File: src/rtl/rtc_regs_pkg.sv
package rtc_regs_pkg;

  localparam int DATA_W = 32;

  // bit positions the datapath and the interrupt path depend on
  localparam int CTRL_IRQ_EN   = 0;
  localparam int CTRL_FLAG     = 2;
  localparam int P0_WAKE_EN    = 1;
  localparam int P0_ALARM_EN   = 2;
  localparam int P0_WAKE_FLAG  = 7;
  localparam int STAT_PRESENT  = 31;
  localparam int STAT_X32000   = 28;
  localparam int STAT_X32768   = 27;

  localparam logic [DATA_W-1:0] CTRL_MASK  = 32'h0000_0017;
  localparam logic [DATA_W-1:0] PERS0_MASK = 32'h0000_00F7;
  localparam logic [DATA_W-1:0] PERS1_MASK = 32'h8000_0000;

  typedef enum logic [1:0] {
    OP_WRITE = 2'd0,
    OP_SET   = 2'd1,
    OP_CLR   = 2'd2
  } aliasOp_e;

  typedef enum logic [2:0] {
    SEL_NONE, SEL_CTRL, SEL_STAT, SEL_SEC,
    SEL_ALARM, SEL_WDOG, SEL_PERS0, SEL_PERS1
  } rdSel_e;

  typedef struct packed {
    logic     wrCtrl;
    logic     wrPers0;
    logic     wrPers1;
    logic     wrSec;
    logic     wrAlarm;
    logic     wrWdog;
    aliasOp_e op;
  } regStrobes_t;

  function automatic logic [DATA_W-1:0] applyAlias(
    input logic [DATA_W-1:0] oldVal,
    input logic [DATA_W-1:0] data,
    input aliasOp_e          op,
    input logic [DATA_W-1:0] mask
  );
    logic [DATA_W-1:0] r;
    case (op)
      OP_SET:  r = (oldVal | data) & mask;
      OP_CLR:  r = oldVal & ~data;
      default: r = data & mask;
    endcase
    return r;
  endfunction

endpackage

File: src/rtl/rtc_ctrl.sv
module rtc_ctrl
  import rtc_regs_pkg::*;
#(
  parameter int ADDR_W = 8
) (
  input  logic              clk,
  input  logic              rst_n,
  input  logic              wrEn,
  input  logic [ADDR_W-1:0] addr,
  output regStrobes_t       strb,
  output rdSel_e            rdSel
);

  localparam int WORD_BITS  = 2;
  localparam int ALIAS_LSB  = 2;
  localparam int BLOCK_LSB  = 4;
  localparam int MAP_BITS   = 7;

  logic       inMap;
  logic       aligned;
  logic [1:0] aliasSel;
  logic [2:0] blockIdx;
  logic       accessOk;
  logic       wrOk;
  logic       fieldWr;
  logic       plainWr;

  assign inMap    = (addr >> MAP_BITS) == '0;
  assign aligned  = addr[WORD_BITS-1:0] == '0;
  assign aliasSel = addr[ALIAS_LSB+1:ALIAS_LSB];
  assign blockIdx = addr[BLOCK_LSB+2:BLOCK_LSB];
  assign accessOk = inMap && aligned;
  assign wrOk     = wrEn && accessOk;
  assign fieldWr  = wrOk && (aliasSel != 2'd3);
  assign plainWr  = wrOk && (aliasSel == 2'd0);

  always_comb begin
    rdSel = SEL_NONE;
    if (accessOk) begin
      case (blockIdx)
        3'd0:    rdSel = SEL_CTRL;
        3'd1:    rdSel = SEL_STAT;
        3'd3:    rdSel = SEL_SEC;
        3'd4:    rdSel = SEL_ALARM;
        3'd5:    rdSel = SEL_WDOG;
        3'd6:    rdSel = SEL_PERS0;
        3'd7:    rdSel = SEL_PERS1;
        default: rdSel = SEL_NONE;
      endcase
    end
  end

  always_comb begin
    strb         = '0;
    strb.wrCtrl  = fieldWr && (blockIdx == 3'd0);
    strb.wrPers0 = fieldWr && (blockIdx == 3'd6);
    strb.wrPers1 = fieldWr && (blockIdx == 3'd7);
    strb.wrSec   = plainWr && (blockIdx == 3'd3);
    strb.wrAlarm = plainWr && (blockIdx == 3'd4);
    strb.wrWdog  = plainWr && (blockIdx == 3'd5);
    case (aliasSel)
      2'd1:    strb.op = OP_SET;
      2'd2:    strb.op = OP_CLR;
      default: strb.op = OP_WRITE;
    endcase
  end

  // at most one register is targeted, and never without a bus write
  p_one_target_r10: assert property (@(posedge clk) disable iff (!rst_n)
    $onehot0({strb.wrCtrl, strb.wrPers0, strb.wrPers1,
              strb.wrSec, strb.wrAlarm, strb.wrWdog}));

  p_no_spurious_r10: assert property (@(posedge clk) disable iff (!rst_n)
    !wrEn |-> !(strb.wrCtrl || strb.wrPers0 || strb.wrPers1 ||
                strb.wrSec || strb.wrAlarm || strb.wrWdog));

  // plain storage words only take base-address writes
  p_plain_base_r10: assert property (@(posedge clk) disable iff (!rst_n)
    (strb.wrSec || strb.wrAlarm || strb.wrWdog) |-> (addr[3:2] == 2'd0));

endmodule

File: src/rtl/rtc_datapath.sv
module rtc_datapath
  import rtc_regs_pkg::*;
(
  input  logic              clk,
  input  logic              rst_n,
  input  regStrobes_t       strb,
  input  rdSel_e            rdSel,
  input  logic [DATA_W-1:0] wrData,
  input  logic              secTick,
  input  logic              strapXtal32000,
  input  logic              strapXtal32768,
  output logic [DATA_W-1:0] rdData,
  output logic              alarmFlag,
  output logic              alarmIrqEn
);

  logic [DATA_W-1:0] ctrlQ, pers0Q, pers1Q, secQ, alarmQ, wdogQ;
  logic [DATA_W-1:0] ctrlD, pers0D, pers1D, secD;
  logic [DATA_W-1:0] statusW;
  logic              alarmHit;

  assign alarmHit = secTick && pers0Q[P0_ALARM_EN] && (secQ == alarmQ);

  always_comb begin
    ctrlD = strb.wrCtrl ? applyAlias(ctrlQ, wrData, strb.op, CTRL_MASK) : ctrlQ;
    if (alarmHit) ctrlD[CTRL_FLAG] = 1'b1;
  end

  always_comb begin
    pers0D = strb.wrPers0 ? applyAlias(pers0Q, wrData, strb.op, PERS0_MASK) : pers0Q;
    if (alarmHit && pers0Q[P0_WAKE_EN]) pers0D[P0_WAKE_FLAG] = 1'b1;
  end

  assign pers1D = strb.wrPers1 ? applyAlias(pers1Q, wrData, strb.op, PERS1_MASK) : pers1Q;

  always_comb begin
    if (strb.wrSec)   secD = wrData;
    else if (secTick) secD = secQ + 1'b1;
    else              secD = secQ;
  end

  always_ff @(posedge clk or negedge rst_n) begin
    if (!rst_n) begin
      ctrlQ  <= '0;
      pers0Q <= '0;
      pers1Q <= '0;
      secQ   <= '0;
      alarmQ <= '0;
      wdogQ  <= '0;
    end else begin
      ctrlQ  <= ctrlD;
      pers0Q <= pers0D;
      pers1Q <= pers1D;
      secQ   <= secD;
      if (strb.wrAlarm) alarmQ <= wrData;
      if (strb.wrWdog)  wdogQ  <= wrData;
    end
  end

  always_comb begin
    statusW               = '0;
    statusW[STAT_PRESENT] = 1'b1;
    statusW[STAT_X32000]  = strapXtal32000;
    statusW[STAT_X32768]  = strapXtal32768;
  end

  always_comb begin
    case (rdSel)
      SEL_CTRL:  rdData = ctrlQ;
      SEL_STAT:  rdData = statusW;
      SEL_SEC:   rdData = secQ;
      SEL_ALARM: rdData = alarmQ;
      SEL_WDOG:  rdData = wdogQ;
      SEL_PERS0: rdData = pers0Q;
      SEL_PERS1: rdData = pers1Q;
      default:   rdData = '0;
    endcase
  end

  assign alarmFlag  = ctrlQ[CTRL_FLAG];
  assign alarmIrqEn = ctrlQ[CTRL_IRQ_EN];

  // a tick without a load advances the count by one, modulo 2^32
  p_tick_step_r3: assert property (@(posedge clk) disable iff (!rst_n)
    (secTick && !strb.wrSec) |=> (secQ == $past(secQ) + 32'd1));

  // a load wins over a tick
  p_load_wins_r3: assert property (@(posedge clk) disable iff (!rst_n)
    strb.wrSec |=> (secQ == $past(wrData)));

  // unimplemented bits never hold a 1
  p_masked_r5: assert property (@(posedge clk) disable iff (!rst_n)
    ((ctrlQ & ~CTRL_MASK) == '0) && ((pers0Q & ~PERS0_MASK) == '0) &&
    ((pers1Q & ~PERS1_MASK) == '0));

  // a match leaves the flag set regardless of a same-cycle write
  p_hit_sets_flag_r6: assert property (@(posedge clk) disable iff (!rst_n)
    alarmHit |=> ctrlQ[CTRL_FLAG]);

  // without a write or a match, the flag does not rise
  p_flag_cause_r6: assert property (@(posedge clk) disable iff (!rst_n)
    (!alarmHit && !strb.wrCtrl && !ctrlQ[CTRL_FLAG]) |=> !ctrlQ[CTRL_FLAG]);

  // wake flag follows a match when wake is enabled
  p_wake_r7: assert property (@(posedge clk) disable iff (!rst_n)
    (alarmHit && pers0Q[P0_WAKE_EN]) |=> pers0Q[P0_WAKE_FLAG]);

endmodule

File: src/rtl/rtc_alarm_regs.sv
module rtc_alarm_regs
  import rtc_regs_pkg::*;
#(
  parameter int ADDR_W = 8
) (
  input  logic              clk,
  input  logic              rst_n,
  input  logic              wrEn,
  input  logic [ADDR_W-1:0] addr,
  input  logic [31:0]       wrData,
  output logic [31:0]       rdData,
  input  logic              secTick,
  input  logic              strapXtal32000,
  input  logic              strapXtal32768,
  output logic              alarmIrq
);

  regStrobes_t strb;
  rdSel_e      rdSel;
  logic        alarmFlag;
  logic        alarmIrqEn;

  rtc_ctrl #(.ADDR_W(ADDR_W)) uCtrl (
    .clk   (clk),
    .rst_n (rst_n),
    .wrEn  (wrEn),
    .addr  (addr),
    .strb  (strb),
    .rdSel (rdSel)
  );

  rtc_datapath uData (
    .clk            (clk),
    .rst_n          (rst_n),
    .strb           (strb),
    .rdSel          (rdSel),
    .wrData         (wrData),
    .secTick        (secTick),
    .strapXtal32000 (strapXtal32000),
    .strapXtal32768 (strapXtal32768),
    .rdData         (rdData),
    .alarmFlag      (alarmFlag),
    .alarmIrqEn     (alarmIrqEn)
  );

  assign alarmIrq = alarmFlag && alarmIrqEn;

  // the pin is never high while the control enable is low
  p_irq_gated_r8: assert property (@(posedge clk) disable iff (!rst_n)
    !alarmIrqEn |-> !alarmIrq);

endmodule

File: config.mk
export PLATFORM = sky130hd
export DESIGN_NAME = rtc_alarm_regs
export DESIGN_NICKNAME = d
export VERILOG_FILES = /design/src/rtl/rtc_regs_pkg.sv /design/src/rtl/rtc_ctrl.sv /design/src/rtl/rtc_datapath.sv /design/src/rtl/rtc_alarm_regs.sv
export SDC_FILE = /design/constraint.sdc
export NUM_CORES = 1
export LEC_CHECK = 0
export ABC_CLOCK_PERIOD_IN_PS = 1800
export BUFFER_PORTS_ARGS = -buffer_cell sky130_fd_sc_hd__clkbuf_2
export CAP_MARGIN = 20
export CORE_MARGIN = 2
export CORE_UTILIZATION = 47
export DETAILED_ROUTE_END_ITERATION = 8
export GPL_TIMING_DRIVEN = 0
export PLACE_DENSITY = 0.69
export SLEW_MARGIN = 20
export SYNTH_ARGS = -nofsm -noshare
export SYNTH_HDL_FRONTEND = slang
export SYNTH_SLANG_ARGS = --single-unit
File: constraint.sdc
create_clock -name clk -period 1.8 [get_ports clk]
set_clock_uncertainty 0.15 [all_clocks]
set_input_delay 0.09 -clock clk [delete_from_list [all_inputs] [get_ports clk]]
set_output_delay 0.09 -clock clk [all_outputs]
set_load 0.03 [all_outputs]
==> metrics.csv, run 1 <==
metric,value,unit
internal-power,7.22,mW
final_cell_mix,"sky130_fd_sc_hd__dfrtp_1, sky130_fd_sc_hd__o21a_1, sky130_fd_sc_hd__mux2_4, sky130_fd_sc_hd__a222oi_1, sky130_fd_sc_hd__nand2_1",
clkSinkCount,192,
avgSynthCellArea,11.1,sq um
outcome,finished with violations,
syn-instance-count,821,
pin_count_of_the_biggest_net_entering_global_routing,90,
endpoint,rdData[30],
grt_first_pass_wirelength,45900,um
multi_input_comb_area,4700,sq um
totalWireLength,30800,um
crit_start,addr[1],
ys.flop_type,sky130_fd_sc_hd__dfrtp_1,
final-seq-area,4830,sq um
power.share.switching,0.281,
layout_setup_ws,-0.266,ns
detail-route-antenna-nets,0,
wire_per_inst,24.4,um
critical-path-slowest-cell,sky130_fd_sc_hd__or4b_4,
hpwlAfterDp,19100,um
number_of_max_slew_violations_in_the_final_report,0,
layout.nets,1044,
p_seq_frac,0.477,
power.switching,2.82,mW
synthDistinctLibCells,43,
final_design_area_no_fill,12700,sq um
chipHeight,143,um
drt_first_iter_violations,1108,
drv_cap,0,
globalplace.congestion,0.880,
synth.net_count,872,
postSynth.asyncResetShare,1.00,
worst_slew_margin_rel,0.397,
critPathMaxFanout,8,
reg2reg_setup_slack,-0.21,ns
die_ar,20500,sq um
post_synthesis_instance_area,9100,sq um
synth_top_area_cell,sky130_fd_sc_hd__dfrtp_1,
ctsHtreeMaxLevel,4,
synth_top_area_frac,0.528,
cp-start-kind,input port,
top_level_ports,79,
clock_insertion_delay_worst_skew,0.44,ns
yosys_warnings,0,
yosys_register_bits,192,
p_clk_frac,0.379,
worstPathRequired,1.56,ns
finalCritPeriodShare,1.15,
cts_inserted_buffers,17,
worst_setup_path_end_kind,output pin,
initial_core_util,0.483,
clock_tree_from_tritoncts,built,
globalRouteTotalUtil,0.303,
whs,-0.00632,ns
failed_checks,"negative hold slack, negative setup slack",
clock-root-buffer,sky130_fd_sc_hd__clkbuf_16,
share_comb_of_total_power,0.144,
fillers,1320,
worstMarginPinSlew,0.896,ns
vias_per_cell,6.25,
power_density,788,nW/um^2
timing.setup.critical_path_class,in -> out,
cts.path.max_buffers,2,
worst_path_most_repeated_cell,sky130_fd_sc_hd__buf_6,
route.vias.total,7908,
hold_violations,5,
path_cells,buf_6 > or4b_4 > nor3b_4 > buf_6 > clkbuf_16 > a222oi_1 > nand2_1 > buf_8,
setup_total_negative_slack,-9.16,ns
synth-seq-area-share,0.528,
power_leakage,5.82,nW
remaining_drc_errors,0,
most_common_library_cell_in_the_layout_ignoring_fill_and_taps,sky130_fd_sc_hd__dfrtp_1,
syn_to_final_growth,40.0,%
grt_pass1_vias,7711,
timing.final.setup_violations,75,
synth_enable_flop_cells,0,
placementRows,50,
floorplan.die.width,143,um
yosys-top-cells-area,"sky130_fd_sc_hd__dfrtp_1, sky130_fd_sc_hd__mux2_2, sky130_fd_sc_hd__o21a_1",
timing.rr.start,uData.secQ[17],
hold_path.class,in -> async,
period_minus_slack,2.07,ns
antenna_cells,0,
core_area,18800,sq um
clock.fmax,484,MHz
antenna_violations_before_repair,1,
rsz0062_at_grt,yes,
peakVddDrop,0.675,mV
placed_cell_area,10400,sq um
path_clk_slew,0.07,ns
port-buffer-count,75,
rr_worst_depth,5,
timing.rr.end,uData.secQ[30],
layout-drive-gt1-share,0.363,
worst_ep_arrival,1.83,ns
critical_path.max_stage_delay,0.62,ns
globalRoute.totalOverflow,0,
drtPass1Iterations,8,
[stage by stage]
stage / worst slack, ns / util / cells / hold slack (ns) / power, mW
finish: -0.266 / 0.677 / 1266 / -0.00632 / 10.0
CTS: -0.201 / 0.658 / 1251 / 0.00876 / 9.93
global placement: -3.25 / 0.548 / 1156 / 0.214 / 5.86
detailed placement: -1.05 / 0.551 / 1158 / -0.0811 / 5.90
floorplan: -0.0936 / - / 821 / -0.356 / 5.42
global route: -0.312 / 0.677 / 1266 / 0.0321 / 10.3
[logic make-up (layout without fill, tap and decap cells)]
family,after synthesis,count (layout),synth area share
flops,192,192,0.528
xor+xnor,62,62,0.0596
simple gates,215,215,0.112
fa+ha+maj,5,5,0.00687
mux,67,67,0.0826
buf+inv,64,249,0.0313
compound gates,216,216,0.180
[critical path: cells and delay by family]
kind            cells  cell delay [ns]
compound gates      1             0.08
simple gates        3             1.01
buf+inv             4             0.65
[metal layers]
layer / part of all wire / up-vias / global-route usage / routed length [um]
li1: - / 3396 / - / -
met5: 0 / - / 0 / 0
met2: 0.45 / 445 / 0.460 / 14000
met3: 0.093 / 92 / 0.0812 / 2880
met4: 0.040 / 0 / 0.121 / 1240
met1: 0.41 / 3975 / 0.413 / 12800
[state kept, by name (all words and copies together), names as in the netlist]
register      cells
uData.wdogQ      32
uData.alarmQ     32
uData.secQ       32
uData.pers0Q     32
uData.pers1Q     32
uData.ctrlQ      32
[cells in the mapped netlist (14+ instances only)]
| library cell | n |
|---|---|
| sky130_fd_sc_hd__xnor2_1 | 34 |
| sky130_fd_sc_hd__a222oi_1 | 58 |
| sky130_fd_sc_hd__mux2_2 | 63 |
| sky130_fd_sc_hd__nand3_1 | 19 |
| sky130_fd_sc_hd__nand2_1 | 84 |
| sky130_fd_sc_hd__xor2_1 | 28 |
| sky130_fd_sc_hd__o21a_1 | 79 |
| sky130_fd_sc_hd__o21ai_0 | 32 |
| sky130_fd_sc_hd__clkbuf_1 | 42 |
| sky130_fd_sc_hd__nand4_1 | 17 |
| sky130_fd_sc_hd__nor2_1 | 41 |
| sky130_fd_sc_hd__dfrtp_1 | 192 |
| sky130_fd_sc_hd__a21oi_1 | 15 |
| sky130_fd_sc_hd__nor3_1 | 14 |
[repair_timing]
action	CTS	global route
endpoints found under the setup margin	115	130
cloned	4	4
hold endpoints to repair	382	0
hold buffers	35	0
gates resized for setup	186	71
pin swaps	43	23
buffers inserted	29	11
[power by group through the flow]
stage	clock [mW]	sequential (mW)	combinational, mW
CTS	3.80	4.77	1.36
finish	3.80	4.79	1.45
global route	3.97	4.82	1.55
detailed placement	0	4.83	1.07
global placement	0	4.82	1.04
floorplan	0	4.76	0.665
[how the worst min path moves through the flow]
| stage | startpoint | to | slack, ns |
|---|---|---|---|
| after floorplan | rst_n | uData.alarmQ[0] | -0.36 |
| after global placement | wrData[20] | uData.secQ[20] | 0.21 |
| after detailed placement | rst_n | uData.pers1Q[1] | -0.08 |
| after CTS | rst_n | uData.pers1Q[1] | 0.009 |
| after global routing | rst_n | uData.pers1Q[1] | 0.03 |
| final | rst_n | uData.pers1Q[1] | -0.006 |
[layout make-up]
class | count | share of cell area
Sequential cell | 192 | 0.379
Multi-Input combinational cell | 565 | 0.369
Timing Repair Buffer | 160 | 0.130
Buffer | 51 | 0.0505
Clock buffer | 19 | 0.0355
Tap cell | 260 | 0.0255
Clock inverter | 13 | 0.00982
Inverter | 6 | 0.00177
Note: power is estimated with default switching activity, not from simulation.
==> inputs of run 2 (changes only) <==
--- a/config.mk
+++ b/config.mk
@@ -13,6 +13,7 @@
 export DETAILED_ROUTE_END_ITERATION = 8
 export GPL_TIMING_DRIVEN = 0
 export PLACE_DENSITY = 0.69
+export SKIP_LAST_GASP = 1
 export SLEW_MARGIN = 20
 export SYNTH_ARGS = -nofsm -noshare
 export SYNTH_HDL_FRONTEND = slang
==> metrics.csv, run 2 (synthesis gave the netlist of run 1 again) <==
metric,value,unit,change
finalCritPeriodShare,1.15,,+0.00191
globalRoute.totalOverflow,0,,unchanged
worstMarginPinSlew,0.892,ns,-0.00421 ns
rsz0062_at_grt,yes,,
layout.nets,1056,,+1.1%
number_of_max_slew_violations_in_the_final_report,0,,unchanged
remaining_drc_errors,0,,unchanged
chipHeight,143,um,unchanged
peakVddDrop,0.678,mV,+0.42%
globalRouteTotalUtil,0.303,,+0.000897
rr_worst_depth,6,,+1
failed_checks,"negative hold slack, negative setup slack",,
timing.final.setup_violations,69,,-8.0%
wire_per_inst,24.6,um,+0.89%
clock_insertion_delay_worst_skew,0.45,ns,about the same
period_minus_slack,2.07,ns,+0.00345 ns
antenna_violations_before_repair,0,,-1
reg2reg_setup_slack,-0.25,ns,-0.04 ns
cp-start-kind,input port,,
critical-path-slowest-cell,sky130_fd_sc_hd__or4b_4,,
hpwlAfterDp,19100,um,unchanged
port-buffer-count,75,,unchanged
die_ar,20500,sq um,unchanged
clock_tree_from_tritoncts,built,,
drtPass1Iterations,7,,-1
worst_path_most_repeated_cell,sky130_fd_sc_hd__buf_6,,
power.switching,2.85,mW,+1.1%
post-place-cells,1158,,unchanged
internal-power,7.26,mW,+0.49%
clkSinkCount,192,,unchanged
cts.path.max_buffers,2,,unchanged
power_leakage,5.91,nW,+1.5%
p_seq_frac,0.473,,-0.004
clock.fmax,483,MHz,-0.17%
p_clk_frac,0.376,,-0.003
critical_path.max_stage_delay,0.58,ns,-0.04 ns
path_clk_slew,0.07,ns,about the same
core_area,18800,sq um,unchanged
route.vias.total,8001,,+1.2%
post_route_non_filler_standard_cell_count,1278,,+0.95%
critPathMaxFanout,8,,unchanged
hold_path.class,in -> async,,
vias_per_cell,6.26,,+0.23%
whs,-0.0102,ns,-0.00383 ns
pin_count_of_the_biggest_net_entering_global_routing,90,,unchanged
layout_setup_ws,-0.270,ns,-0.00345 ns
timing.rr.start,uData.secQ[23],,
drv_cap,0,,unchanged
syn_to_final_growth,42.2,%,
power.share.switching,0.282,,+0.00124
globalplace.congestion,0.880,,unchanged
share_comb_of_total_power,0.150,,+0.006
placementRows,50,,unchanged
outcome,finished with violations,,
timing.rr.end,uData.pers0Q[7],,
cp_top_family,simple AND/OR/NAND/NOR gates,,
detail-route-antenna-nets,0,,unchanged
antenna_cells,0,,unchanged
placed_cell_area,10400,sq um,unchanged
final_design_area_no_fill,12900,sq um,+1.6%
grt_first_pass_wirelength,45800,um,-0.24%
worst-path-buf-inv,4,,unchanged
worst_slew_margin_rel,0.400,,+0.00283
initial_core_util,0.483,,unchanged
cts_inserted_buffers,17,,unchanged
timing.setup.critical_path_class,in -> out,,
hold_violations,6,,+1
path_cells,buf_6 > or4b_4 > nor3b_4 > buf_6 > clkbuf_16 > a222oi_1 > nand2_1 > buf_8,,
totalWireLength,31400,um,+1.8%
floorplan.die.width,143,um,unchanged
worst_setup_path_end_kind,output pin,,
worstPathRequired,1.56,ns,about the same
layout-drive-gt1-share,0.376,,+0.0134
clock-root-buffer,sky130_fd_sc_hd__clkbuf_16,,
final_cell_mix,"sky130_fd_sc_hd__dfrtp_1, sky130_fd_sc_hd__o21a_1, sky130_fd_sc_hd__mux2_4, sky130_fd_sc_hd__a222oi_1, sky130_fd_sc_hd__nand2_1",,
ctsHtreeMaxLevel,4,,unchanged
worst_ep_arrival,1.83,ns,about the same
top_level_ports,79,,unchanged
grt_pass1_vias,7692,,-0.25%
drt_first_iter_violations,1309,,+18%
most_common_library_cell_in_the_layout_ignoring_fill_and_taps,sky130_fd_sc_hd__dfrtp_1,,
power_density,781,nW/um^2,-0.88%
[run 2: cell types whose count changed in the layout (fill, tap and decap cells not counted), moves of 2 or more]
cell	change
sky130_fd_sc_hd__buf_12	+5
sky130_fd_sc_hd__buf_2	+2
sky130_fd_sc_hd__buf_4	+8
sky130_fd_sc_hd__buf_6	+5
sky130_fd_sc_hd__buf_8	-2
sky130_fd_sc_hd__clkbuf_2	-2
sky130_fd_sc_hd__clkbuf_4	-2
sky130_fd_sc_hd__clkbuf_8	-2
sky130_fd_sc_hd__xnor2_1	-2
sky130_fd_sc_hd__xnor2_2	+2
[run 2: power by group through the flow]
stage	logic [mW]	registers [mW]	clock network (mW)
CTS	1.36	4.77	3.80
detailed placement	1.07	4.83	0
finish	1.52	4.79	3.80
floorplan	0.665	4.76	0
global placement	1.04	4.82	0
global route	1.62	4.81	3.97
[run 2: how the worst max path moves through the flow]
stage                   start          endpoint  depth (start not counted)
2_1_floorplan         addr[5]   uData.wdogQ[10]                          7
3_5_place_dp          addr[1]  uData.pers1Q[25]                          7
4_1_cts               addr[7]        rdData[15]                          8
3_3_place_gp            rst_n   uData.wdogQ[17]                          1
6_report              addr[1]        rdData[30]                          8
5_1_grt        uData.secQ[25]    uData.secQ[30]                          5
[run 2: timing repair]
item	CTS	global route
gates resized for setup	184	96
buffers inserted	29	24
setup endpoints to repair	115	130
hold buffers	35	0
cloned	4	4
pin swaps	40	42
hold endpoints to repair	382	0
[run 2: area by class of cell]
type,count,area [sq um]
sequential,192,4830
inverter,6,22.5
buffer,51,671
tap,260,325
timing repair buffer,172,1770
clock inverter,13,125
clock buffer,19,453
multi-input combinational,565,4750
fill,1287,5890
[run 2: metrics by stage]
| stage | setup WS [ns] | power, mW | hold slack [ns] | setup TNS, ns | utilization |
|---|---|---|---|---|---|
| after floorplan | -0.0936 | 5.42 | -0.356 | -6.18 | - |
| after CTS | -0.201 | 9.93 | 0.00876 | -8.00 | 0.658 |
| after global routing | -0.306 | 10.4 | 0.0320 | -9.85 | 0.687 |
| after detailed placement | -1.05 | 5.90 | -0.0811 | -115.50 | 0.551 |
| after global placement | -3.25 | 5.86 | 0.214 | -736.49 | 0.548 |
| final | -0.270 | 10.1 | -0.0102 | -7.68 | 0.687 |
[run 2: routing by layer]
metal / routed length [um] / global-route usage
met5: 0 / 0
met4: 1180 / 0.122
met3: 3150 / 0.0818
met2: 14400 / 0.458
met1: 12600 / 0.417
==> inputs of run 3 (changes only) <==
--- a/config.mk
+++ b/config.mk
@@ -6,13 +6,13 @@
 export NUM_CORES = 1
 export LEC_CHECK = 0
 export ABC_CLOCK_PERIOD_IN_PS = 1800
-export BUFFER_PORTS_ARGS = -buffer_cell sky130_fd_sc_hd__clkbuf_2
 export CAP_MARGIN = 20
 export CORE_MARGIN = 2
 export CORE_UTILIZATION = 47
 export DETAILED_ROUTE_END_ITERATION = 8
+export DONT_BUFFER_PORTS = 1
 export GPL_TIMING_DRIVEN = 0
-export PLACE_DENSITY = 0.69
+export PLACE_DENSITY = 0.65
 export SKIP_LAST_GASP = 1
 export SLEW_MARGIN = 20
 export SYNTH_ARGS = -nofsm -noshare
==> metrics.csv, run 3 (synthesis gave the netlist of run 1 again) <==
metric,value,unit,change
layout.nets,989,,-6.3%
globalRoute.busiestLayer,met2,,
hpwlAfterDp,19500,um,+2.2%
globalRoute.totalOverflow,0,,unchanged
grt_use_met3,0.0765,,-0.00537
rsz0062_at_grt,yes,,
rr_worst_depth,7,,+1
power.share.switching,0.267,,-0.0152
totalWireLength,31300,um,-0.38%
pin_count_of_the_biggest_net_entering_global_routing,193,,+110%
failed_checks,"negative hold slack, negative setup slack",,
remaining_drc_errors,0,,unchanged
timing.rr.start,uData.secQ[7],,
antenna_violations_before_repair,2,,+2
clock.fmax,529,MHz,+9.5%
clkSinkCount,192,,unchanged
p_seq_frac,0.458,,-0.015
period_minus_slack,1.89,ns,-0.180 ns
crit_start,addr[1],,
finalCritPeriodShare,1.05,,-0.100
p_clk_frac,0.400,,+0.024
clock_insertion_delay_worst_skew,0.45,ns,about the same
syn_to_final_growth,32.8,%,
chipHeight,143,um,unchanged
grt_pass1_vias,7942,,+3.3%
timing.final.setup_violations,35,,-49%
total_power,10.5,mW,+3.7%
route.vias.total,7791,,-2.6%
placementRows,50,,unchanged
worst_ep_arrival,1.65,ns,-0.18 ns
finalCoreUtilization,0.642,,-0.0456
gr-usage-met1,0.391,,-0.0252
reg2reg_setup_slack,-0.07,ns,+0.18 ns
worst_slew_margin_rel,0.536,,+0.136
port-buffer-count,0,,-100%
layout-drive-gt1-share,0.332,,-0.0439
whs,-0.820,ns,-0.810 ns
floorplan.die.width,143,um,unchanged
worstPathRequired,1.56,ns,about the same
die_ar,20500,sq um,unchanged
drv_cap,0,,unchanged
hold_path.class,in -> async,,
final_cell_mix,"sky130_fd_sc_hd__dfrtp_1, sky130_fd_sc_hd__o21a_1, sky130_fd_sc_hd__mux2_4, sky130_fd_sc_hd__a222oi_1, sky130_fd_sc_hd__buf_4",,
clock-root-buffer,sky130_fd_sc_hd__clkbuf_16,,
fillers,1426,,+11%
final_design_area_no_fill,12100,sq um,-6.6%
most_common_library_cell_in_the_layout_ignoring_fill_and_taps,sky130_fd_sc_hd__dfrtp_1,,
worstMarginPinSlew,0.696,ns,-0.196 ns
timing.setup.critical_path_class,in -> out,,
power_density,868,nW/um^2,+11%
postCtsHoldBufs,36,,+2.9%
hold_violations,195,,+189
post-place-cells,1081,,-6.6%
setup_total_negative_slack,-1.58,ns,+6.10 ns
grt_first_pass_wirelength,46700,um,+1.8%
clock_tree_from_tritoncts,built,,
globalplace.congestion,0.880,,about the same
cp-start-kind,input port,,
gr-usage-met2,0.502,,+0.0438
globalRouteTotalUtil,0.306,,+0.00299
power_leakage,5.44,nW,-7.9%
share_comb_of_total_power,0.142,,-0.008
detail-route-antenna-nets,0,,unchanged
core_area,18800,sq um,unchanged
timing.rr.end,uData.secQ[28],,
peakVddDrop,0.700,mV,+3.1%
placed_cell_area,9940,sq um,-4.2%
top_level_ports,79,,unchanged
vias_per_cell,6.43,,+2.7%
drtPass1Iterations,9,,+2
critPathMaxFanout,8,,unchanged
outcome,finished with violations,,
internal-power,7.69,mW,+5.9%
power.switching,2.80,mW,-1.9%
layout_setup_ws,-0.0894,ns,+0.180 ns
detailedPlace.worstSlack,-1.16,ns,-0.106 ns
ctsHtreeMaxLevel,4,,unchanged
cts.path.max_buffers,2,,unchanged
initial_core_util,0.483,,unchanged
path_clk_slew,0.08,ns,about the same
wire_per_inst,25.8,um,+5.0%
post_route_non_filler_standard_cell_count,1212,,-5.2%
cts_inserted_buffers,17,,unchanged
drt_first_iter_violations,1246,,-4.8%
number_of_max_slew_violations_in_the_final_report,0,,unchanged
worst_setup_path_end_kind,output pin,,
## run 3: cell count changes in the layout (fill, tap and decap cells not counted), sizes merged
cell and delta:
clkbuf -49, buf -21, bufinv +3, clkinvlp -3
inv +3, clkinv -1, diode +1, dlygate4sd3 +1
## run 3: layout make-up
type	instances	area [sq um]	share of cell area
Antenna cell	1	2.50	0.000207
Clock inverter	15	218	0.0180
Multi-Input combinational cell	565	4670	0.386
Buffer	48	551	0.0455
Inverter	6	22.5	0.00186
Clock buffer	17	425	0.0352
Tap cell	260	325	0.0269
Timing Repair Buffer	108	1040	0.0860
Sequential cell	192	4830	0.400
## run 3: repair_timing
item,4_1_cts,5_1_grt
resized for setup,108,44
cloned,5,0
pin swaps,44,52
buffers inserted,32,35
setup endpoints to repair,105,98
hold endpoints to repair,384,195
## run 3: critical path: stages
cell,delay (ns)
sky130_fd_sc_hd__or4b_4,0.61
sky130_fd_sc_hd__nor3b_4,0.23
sky130_fd_sc_hd__buf_8,0.21
sky130_fd_sc_hd__clkbuf_16,0.18
sky130_fd_sc_hd__a222oi_1,0.12
sky130_fd_sc_hd__nand2_2,0.19
## run 3: metal layers
metal  wire length, um  part of all wire
met5                 0                 0
met3              2500             0.080
met2             15200              0.48
met1             12500              0.40
met4              1180             0.038
## run 3: power groups by stage
| stage | registers, mW | clock network [mW] | logic (mW) |
|---|---|---|---|
| floorplan | 4.76 | 0 | 0.665 |
| global placement | 4.82 | 0 | 0.847 |
| detailed placement | 4.83 | 0 | 0.867 |
| CTS | 4.78 | 4.21 | 1.17 |
| global route | 4.82 | 4.40 | 1.55 |
| finish | 4.81 | 4.19 | 1.49 |
## run 3: how the worst max path moves through the flow
stage | to | cells after the start
after detailed placement | uData.pers1Q[24] | 6
after CTS | uData.secQ[24] | 7
final | rdData[9] | 6
after floorplan | uData.wdogQ[10] | 7
after global routing | uData.secQ[30] | 5
after global placement | uData.pers1Q[20] | 6
